===== src/rtl/dsse_pkg.sv =====
package dsse_pkg;
  // synchronized view of one asynchronous serial-side input
  typedef struct packed {
    logic level;  // synchronized level
    logic fall;   // one-cycle pulse on a high-to-low transition
  } sync_edge_t;
endpackage


===== src/rtl/dsse_edge_sync.sv =====
module dsse_edge_sync
  import dsse_pkg::*;
#(
  parameter int unsigned STAGES  = 2,
  parameter bit          RST_VAL = 1'b1
) (
  input  logic       clk,
  input  logic       rst_n,
  input  logic       async_in,
  output sync_edge_t ev
);
  logic [STAGES-1:0] chain_q;
  logic              last_q;

  always_ff @(posedge clk or negedge rst_n) begin
    if (!rst_n) chain_q[0] <= RST_VAL;
    else        chain_q[0] <= async_in;
  end

  for (genvar s = 1; s < STAGES; s++) begin : g_stage
    always_ff @(posedge clk or negedge rst_n) begin
      if (!rst_n) chain_q[s] <= RST_VAL;
      else        chain_q[s] <= chain_q[s-1];
    end
  end

  always_ff @(posedge clk or negedge rst_n) begin
    if (!rst_n) last_q <= RST_VAL;
    else        last_q <= chain_q[STAGES-1];
  end

  assign ev.level = chain_q[STAGES-1];
  assign ev.fall  = last_q & ~chain_q[STAGES-1];
endmodule


===== src/rtl/dsse_frame_seq.sv =====
module dsse_frame_seq
  import dsse_pkg::*;
#(
  parameter int unsigned WORD_LEN = 16,
  parameter int unsigned CAP_POS  = 4,
  parameter int unsigned POS_W    = $clog2(2*WORD_LEN + 1)
) (
  input  logic             clk,
  input  logic             rst_n,
  input  sync_edge_t       sel_ev,
  input  sync_edge_t       sck_ev,
  input  logic             dual_mode,
  output logic             active,
  output logic             mode_q,
  output logic [POS_W-1:0] pos,
  output logic             capture
);
  localparam logic [POS_W-1:0] LAST_DUAL   = POS_W'(WORD_LEN);
  localparam logic [POS_W-1:0] LAST_SINGLE = POS_W'(2*WORD_LEN);
  localparam logic [POS_W-1:0] CAP_AT      = POS_W'(CAP_POS);

  logic [POS_W-1:0] last_pos;
  logic [POS_W-1:0] pos_next;
  logic             advance;

  always_comb begin
    last_pos = mode_q ? LAST_DUAL : LAST_SINGLE;
    advance  = active && !sel_ev.fall && !sel_ev.level && sck_ev.fall;
    pos_next = (pos == last_pos) ? POS_W'(1) : pos + POS_W'(1);
    capture  = advance && (pos_next == CAP_AT);
  end

  always_ff @(posedge clk or negedge rst_n) begin
    if (!rst_n) begin
      active <= 1'b0;
      mode_q <= 1'b1;
      pos    <= '0;
    end else if (sel_ev.level) begin
      active <= 1'b0;
      pos    <= '0;
    end else if (sel_ev.fall) begin
      active <= 1'b1;
      mode_q <= dual_mode;
      // clock low at frame start: the select fall is edge 1
      pos    <= sck_ev.level ? '0 : POS_W'(1);
    end else if (advance) begin
      pos <= pos_next;
    end
  end


  pos_range_chk: assert property (@(posedge clk) disable iff (!rst_n)
    pos <= last_pos);


  wrap_chk: assert property (@(posedge clk) disable iff (!rst_n)
    (advance && pos == last_pos) |=> (pos == POS_W'(1)));


  capture_pos_chk: assert property (@(posedge clk) disable iff (!rst_n)
    capture |=> (pos == CAP_AT && active));
endmodule


===== src/rtl/dsse_sample_path.sv =====
module dsse_sample_path #(
  parameter int unsigned DATA_W   = 12,
  parameter int unsigned NULL_W   = 4,
  parameter int unsigned WORD_LEN = NULL_W + DATA_W,
  parameter int unsigned POS_W    = $clog2(2*WORD_LEN + 1)
) (
  input  logic              clk,
  input  logic              rst_n,
  input  logic              capture,
  input  logic              active,
  input  logic              mode_q,
  input  logic [POS_W-1:0]  pos,
  input  logic [DATA_W-1:0] samp_a,
  input  logic [DATA_W-1:0] samp_b,
  output logic              dout_a,
  output logic              dout_a_oe,
  output logic              dout_b,
  output logic              dout_b_oe
);
  localparam logic [POS_W-1:0] WLEN = POS_W'(WORD_LEN);

  logic [DATA_W-1:0] shadow_a;
  logic [DATA_W-1:0] shadow_b;

  // bit driven at word position p (1-based); 0 outside the word
  function automatic logic word_bit(input logic [POS_W-1:0] p,
                                    input logic [DATA_W-1:0] w);
    logic [WORD_LEN-1:0] full;
    logic [WORD_LEN-1:0] shifted;
    full = {{NULL_W{1'b0}}, w};
    if (p == '0 || p > WLEN) return 1'b0;
    shifted = full >> (WORD_LEN - int'(p));
    return shifted[0];
  endfunction

  always_ff @(posedge clk or negedge rst_n) begin
    if (!rst_n) begin
      shadow_a <= '0;
      shadow_b <= '0;
    end else if (capture) begin
      shadow_a <= samp_a;
      shadow_b <= samp_b;
    end
  end

  always_comb begin
    dout_a_oe = active;
    dout_b_oe = active && mode_q;
    dout_a    = 1'b0;
    dout_b    = 1'b0;
    if (active) begin
      if (mode_q) begin
        dout_a = word_bit(pos, shadow_a);
        dout_b = word_bit(pos, shadow_b);
      end else if (pos <= WLEN) begin
        dout_a = word_bit(pos, shadow_a);
      end else begin
        dout_a = word_bit(pos - WLEN, shadow_b);
      end
    end
  end


  shadow_hold_chk: assert property (@(posedge clk) disable iff (!rst_n)
    !capture |=> ($stable(shadow_a) && $stable(shadow_b)));


  lead_zero_chk: assert property (@(posedge clk) disable iff (!rst_n)
    (active && pos >= POS_W'(1) && pos <= POS_W'(NULL_W)) |-> (!dout_a && !dout_b));


  b_needs_a_chk: assert property (@(posedge clk) disable iff (!rst_n)
    dout_b_oe |-> dout_a_oe);
endmodule


===== src/rtl/dual_sar_serial_emu.sv =====
module dual_sar_serial_emu
  import dsse_pkg::*;
#(
  parameter int unsigned DATA_W      = 12,
  parameter int unsigned NULL_W      = 4,
  parameter int unsigned SYNC_STAGES = 2
) (
  input  logic              clk,
  input  logic              rst_n,
  input  logic              frame_sel_n,
  input  logic              ser_clk,
  input  logic              dual_mode,
  input  logic [DATA_W-1:0] samp_a,
  input  logic [DATA_W-1:0] samp_b,
  output logic              dout_a,
  output logic              dout_a_oe,
  output logic              dout_b,
  output logic              dout_b_oe
);
  localparam int unsigned WORD_LEN = NULL_W + DATA_W;
  localparam int unsigned POS_W    = $clog2(2*WORD_LEN + 1);

  sync_edge_t       sel_ev;
  sync_edge_t       sck_ev;
  logic             active;
  logic             mode_q;
  logic [POS_W-1:0] pos;
  logic             capture;

  dsse_edge_sync #(.STAGES(SYNC_STAGES), .RST_VAL(1'b1)) u_sel_sync (
    .clk(clk), .rst_n(rst_n), .async_in(frame_sel_n), .ev(sel_ev));

  dsse_edge_sync #(.STAGES(SYNC_STAGES), .RST_VAL(1'b1)) u_sck_sync (
    .clk(clk), .rst_n(rst_n), .async_in(ser_clk), .ev(sck_ev));

  dsse_frame_seq #(.WORD_LEN(WORD_LEN), .CAP_POS(NULL_W), .POS_W(POS_W)) u_seq (
    .clk(clk), .rst_n(rst_n), .sel_ev(sel_ev), .sck_ev(sck_ev),
    .dual_mode(dual_mode), .active(active), .mode_q(mode_q),
    .pos(pos), .capture(capture));

  dsse_sample_path #(.DATA_W(DATA_W), .NULL_W(NULL_W), .WORD_LEN(WORD_LEN),
                     .POS_W(POS_W)) u_path (
    .clk(clk), .rst_n(rst_n), .capture(capture), .active(active),
    .mode_q(mode_q), .pos(pos), .samp_a(samp_a), .samp_b(samp_b),
    .dout_a(dout_a), .dout_a_oe(dout_a_oe),
    .dout_b(dout_b), .dout_b_oe(dout_b_oe));


  idle_off_chk: assert property (@(posedge clk) disable iff (!rst_n)
    sel_ev.level |=> (!dout_a_oe && !dout_b_oe && !dout_a && !dout_b));


  restart_zero_chk: assert property (@(posedge clk) disable iff (!rst_n)
    $rose(dout_a_oe) |-> (!dout_a && !dout_b));
endmodule


===== config.mk =====
export PLATFORM = sky130hd
export DESIGN_NAME = dual_sar_serial_emu
export DESIGN_NICKNAME = d
export VERILOG_FILES = /design/src/rtl/dsse_pkg.sv /design/src/rtl/dsse_edge_sync.sv /design/src/rtl/dsse_frame_seq.sv /design/src/rtl/dsse_sample_path.sv /design/src/rtl/dual_sar_serial_emu.sv
export SDC_FILE = /design/constraint.sdc
export NUM_CORES = 1
export LEC_CHECK = 0
export CAP_MARGIN = 15
export CORE_ASPECT_RATIO = 0.9
export CORE_MARGIN = 1.5
export CORE_UTILIZATION = 45
export CTS_BUF_LIST = sky130_fd_sc_hd__clkbuf_8
export CTS_CLUSTER_SIZE = 16
export DETAILED_ROUTE_END_ITERATION = 10
export PLACE_DENSITY = 0.69
export SYNTH_ARGS = -nofsm -noshare
export SYNTH_HDL_FRONTEND = slang
export SYNTH_SLANG_ARGS = --single-unit

===== constraint.sdc =====
create_clock -name clk -period 3.1 [get_ports clk]
set_clock_uncertainty 0.1 [all_clocks]
set_input_delay 0.62 -clock clk [delete_from_list [all_inputs] [get_ports clk]]
set_output_delay 0.62 -clock clk [all_outputs]
set_load 0.02 [all_outputs]

==> flow_summary_export.csv <==
group,metric,value,unit
finish,ratio_of_cells_with_drive_above_1_in_the_final_layout,32.5,%
sta,post-route-min-period,2.96,ns
cts,post_cts_hold_buffer_count,0,
cts,clk_latency,0.29,ns
cts,cts.path.max_buffers,2,
detailed_routing,postRouteWirelength,4050,µm
detailed_routing,drc,0,
run,cap_violations,0,
critical_path,slowest_delay,0.40,ns
place,place.gp.congestion,0.908,
cts,clockRootBuffer,"clkbuf_8",
min_path,worst_min_delay_path_category,"register to register",
logic_synthesis,share_of_synthesized_area_occupied_by_flip_flops_and_latches,46.0,%
logic_synthesis,synthArstFlopShare,100,%
cts,tritoncts.num_buffers,5,
logic_synthesis,netlist_instances,153,
critical_path,timing.critical_path.max_delay_family,"compound AO/OA/AOI/OAI gates",
critical_path,crit_slowest_cell,"dfrtp_1",
global_routing,globalRouteOverflowTotal,0,
detailed_routing,drt_pass1_iterations,4,
cts,post_cts.resized_instances,3,
floorplan,die_height,67.6,µm
floorplan,die_area,5060,µm²
global_routing,grt_max_degree,39,
detailed_routing,top_layer,"met4",
logic_synthesis,ys_top_cells_by_count,"dfrtp_1, mux2_4, dfstp_2, nor2_1",
detailed_routing,routedWlPerCell,15.8,µm
cts,cts_tree,"yes",
run_status,outcome,"finished clean",
detailed_routing,detail_route.wirelength.met1,1830,µm
logic_synthesis,synthTopCellsByArea,"dfrtp_1, mux2_4, dfstp_2, mux4_2, ha_1",
critical_path,worst-path-max-fanout,5,
logic_synthesis,ys_dominant_reg_cell,"dfrtp_1",
critical_path,path_type_of_the_worst_setup_path,"register to primary output",
sta,finalHoldWorstSlack,0.260,ns
cts,postCtsSetupRepairBufs,0,
logic_synthesis,synth_enable_flop_cells,0,
logic_synthesis,syn_area,2090,µm²
sta,relSlewSlack,44.7,%
critical_path,critical_path_arrival,2.24,ns
global_routing,grt_pass1_vias,1387,
global_routing,grt_antenna_before_repair,0,
floorplan,die-width,74.8,µm
critical_path,worst-path-buf-inv,2,
finish,syn_to_final_growth,26.4,%
logic_synthesis,ys_warn_count,0,
floorplan,start_util,46.8,%
logic_synthesis,post-synth-top-area-cell,"dfrtp_1",
critical_path,worstSetupEndpointType,"primary output",
logic_synthesis,yosysMostFrequentCell,"dfrtp_1",
sta,grt_setup_unrepaired,"false",
critical_path,critPathLaunchType,"register",
floorplan,row_count,23,
detailed_routing,detailroute.via_count,1359,
power_and_ir_drop,vdd_ir_drop_max,288,µV
finish,layout.cells.non_filler,256,
cts,count_of_h_tree_levels_built_during_cts,2,
power_and_ir_drop,leakage,1.13,nW
floorplan,number_of_ports_placed_on_the_die_boundary,33,
logic_synthesis,netlist.area_leader.share,37.1,%
detailed_routing,routed_via_density,5.31,
logic_synthesis,syn-num-nets,187,
finish,number_of_nets_at_the_end_of_the_flow,227,
detailed_routing,route.met2.wl,2010,µm
detailed_routing,detail-route-antenna-nets,0,
sta,final.period_utilization,95.4,%
power_and_ir_drop,power_per_standard_cell_area,449,nW/µm²
logic_synthesis,synth_cell_type_count,39,
global_routing,grt_first_pass_wirelength,6630,µm
sta,fmax,0.338,GHz
place,place.detailed.instances,248,
detailed_routing,drt_first_iter_violations,70,
critical_path,required,2.38,ns
finish,final_area,2640,µm²
place,post-dp-hpwl,2930,µm
sta,tns,0,ns
finish,antennaDiodeCount,0,
place,placedInstanceArea,2490,µm²
cts,cts_sinks,38,
logic_synthesis,yosys_register_bits,38,
logic_synthesis,mean_area_per_synthesized_cell,13.6,µm²
detailed_routing,met3_length,168,µm
critical_path,path_cells,"buf_4 -> o31a_1 -> nor2_2 -> mux2i_1 -> o21ai_0 -> and3_1 -> dlygate4sd2_1",
global_routing,track_usage,17.8,%
place,place.port_buffers,32,
floorplan,core-area,4460,µm²
sta,setup_viol,0,
cts,clk_pin_slew_worst_paths,0.08,ns
sta,final-max-slew-violation-count,0,
sta,tightest_pin_transition,0.829,ns
sta,report.final.hold_viol_count,0,
==> flip-flops by register name, indices dropped and copies added (netlist names) <==
| name | count |
|---|---|
| u_path.shadow_b | 12 |
| u_path.shadow_a | 12 |
| u_seq.mode_q | 1 |
| u_sel_sync.last_q | 1 |
| u_seq.pos | 6 |
| u_sck_sync.chain_q | 1 |
| u_sck_sync.ev | 1 |
| u_sck_sync.last_q | 1 |
| u_seq.active | 1 |
| u_sel_sync.ev | 1 |
| u_sel_sync.chain_q | 1 |
==> final cells by class <==
cell class	count	area, µm²
fillers	345	1820
multi-input cells	103	1080
flip-flops and latches	38	960
repair buffers	40	369
well taps	62	77.6
clock buffers	5	68.8
clock inverters	3	68.8
inverters	5	18.8
==> final timing paths <==
path / start / endpoint / slack [ns] / depth (start not counted)
setup reg to reg: u_seq.pos[0] / u_path.shadow_b[4] / 0.52 / 6
setup / recovery: u_seq.pos[1] / dout_b / 0.14 / 7
max in group asynchronous: rst_n / u_path.shadow_b[2] / 2.05 / 1
min in group asynchronous: rst_n / u_seq.pos[4] / 0.32 / 1
hold reg to reg: u_sck_sync.chain_q[0] / u_sck_sync.ev[1] / 0.26 / 0
hold / removal: u_sck_sync.chain_q[0] / u_sck_sync.ev[1] / 0.26 / 0
==> cell usage in the layout, fill, tap and decap left out, types with 2 or more instances in the layout <==
| master | count |
|---|---|
| o21ai_0 | 4 |
| dfstp_2 | 7 |
| mux4_2 | 6 |
| o31ai_1 | 2 |
| mux2_4 | 20 |
| a22o_1 | 3 |
| dfrtp_1 | 31 |
| nand3_1 | 5 |
| mux2i_1 | 3 |
| nor2_1 | 6 |
| buf_4 | 8 |
| bufinv_16 | 2 |
| mux2_2 | 5 |
| ha_1 | 4 |
| a211o_1 | 2 |
| xnor2_1 | 6 |
| nor4_4 | 2 |
| o211ai_1 | 3 |
| and3_1 | 4 |
| nand2_1 | 4 |
| a21oi_1 | 4 |
| inv_1 | 5 |
| o22ai_1 | 2 |
| nand2b_1 | 2 |
| nor3_1 | 2 |
| clkbuf_8 | 5 |
| clkdlybuf4s50_1 | 29 |
==> report_power, final <==
group	total [mW]	switching [mW]	leakage (nW)	internal [mW]
logic	0.133	0.0478	0.616	0.0850
clock network	0.510	0.187	0.0683	0.323
registers	0.543	0.0189	0.449	0.524
total	1.19	0.254	1.13	0.931
==> kinds of logic (layout without fill, tap and decap cells) <==
logic type | count (synthesis) | after routing | synth area share [%]
xor+xnor | 7 | 7 | 2.94
buf+inv | 12 | 53 | 3.54
simple gates | 34 | 34 | 11.4
compound gates | 23 | 23 | 8.21
mux | 34 | 34 | 25.0
flops | 38 | 38 | 46.0
fa+ha+maj | 5 | 5 | 3.00
==> through the flow <==
stage | power, mW | utilization [%] | setup WS [ns]
2_1_floorplan | 0.613 | - | 0.328
3_3_place_gp | 0.678 | 55.7 | 0.150
3_5_place_dp | 0.683 | 55.7 | 0.0708
4_1_cts | 1.19 | 58.8 | 0.0468
5_1_grt | 1.23 | 59.2 | 0.0178
6_report | 1.19 | 59.2 | 0.141
==> layer usage <==
| layer | global-route usage (%) | vias up |
|---|---|---|
| li1 | - | 640 |
| met1 | 23.1 | 670 |
| met2 | 30.1 | 44 |
| met3 | 3.58 | 5 |
| met4 | 5.45 | 0 |
| met5 | 0 | - |
==> worst reg2reg max path, delay by kind of cell (launching register included) <==
family / cells / cell delay, ns
xor gates and xnor gates: 1 / 0.16
DFF: 1 / 0.40
buffers and inverters: 1 / 0.18
adders and majority gates: 1 / 0.29
and+or+nand+nor: 2 / 0.85
muxes: 1 / 0.50
No activity file was read; power rests on OpenSTA's default activity.
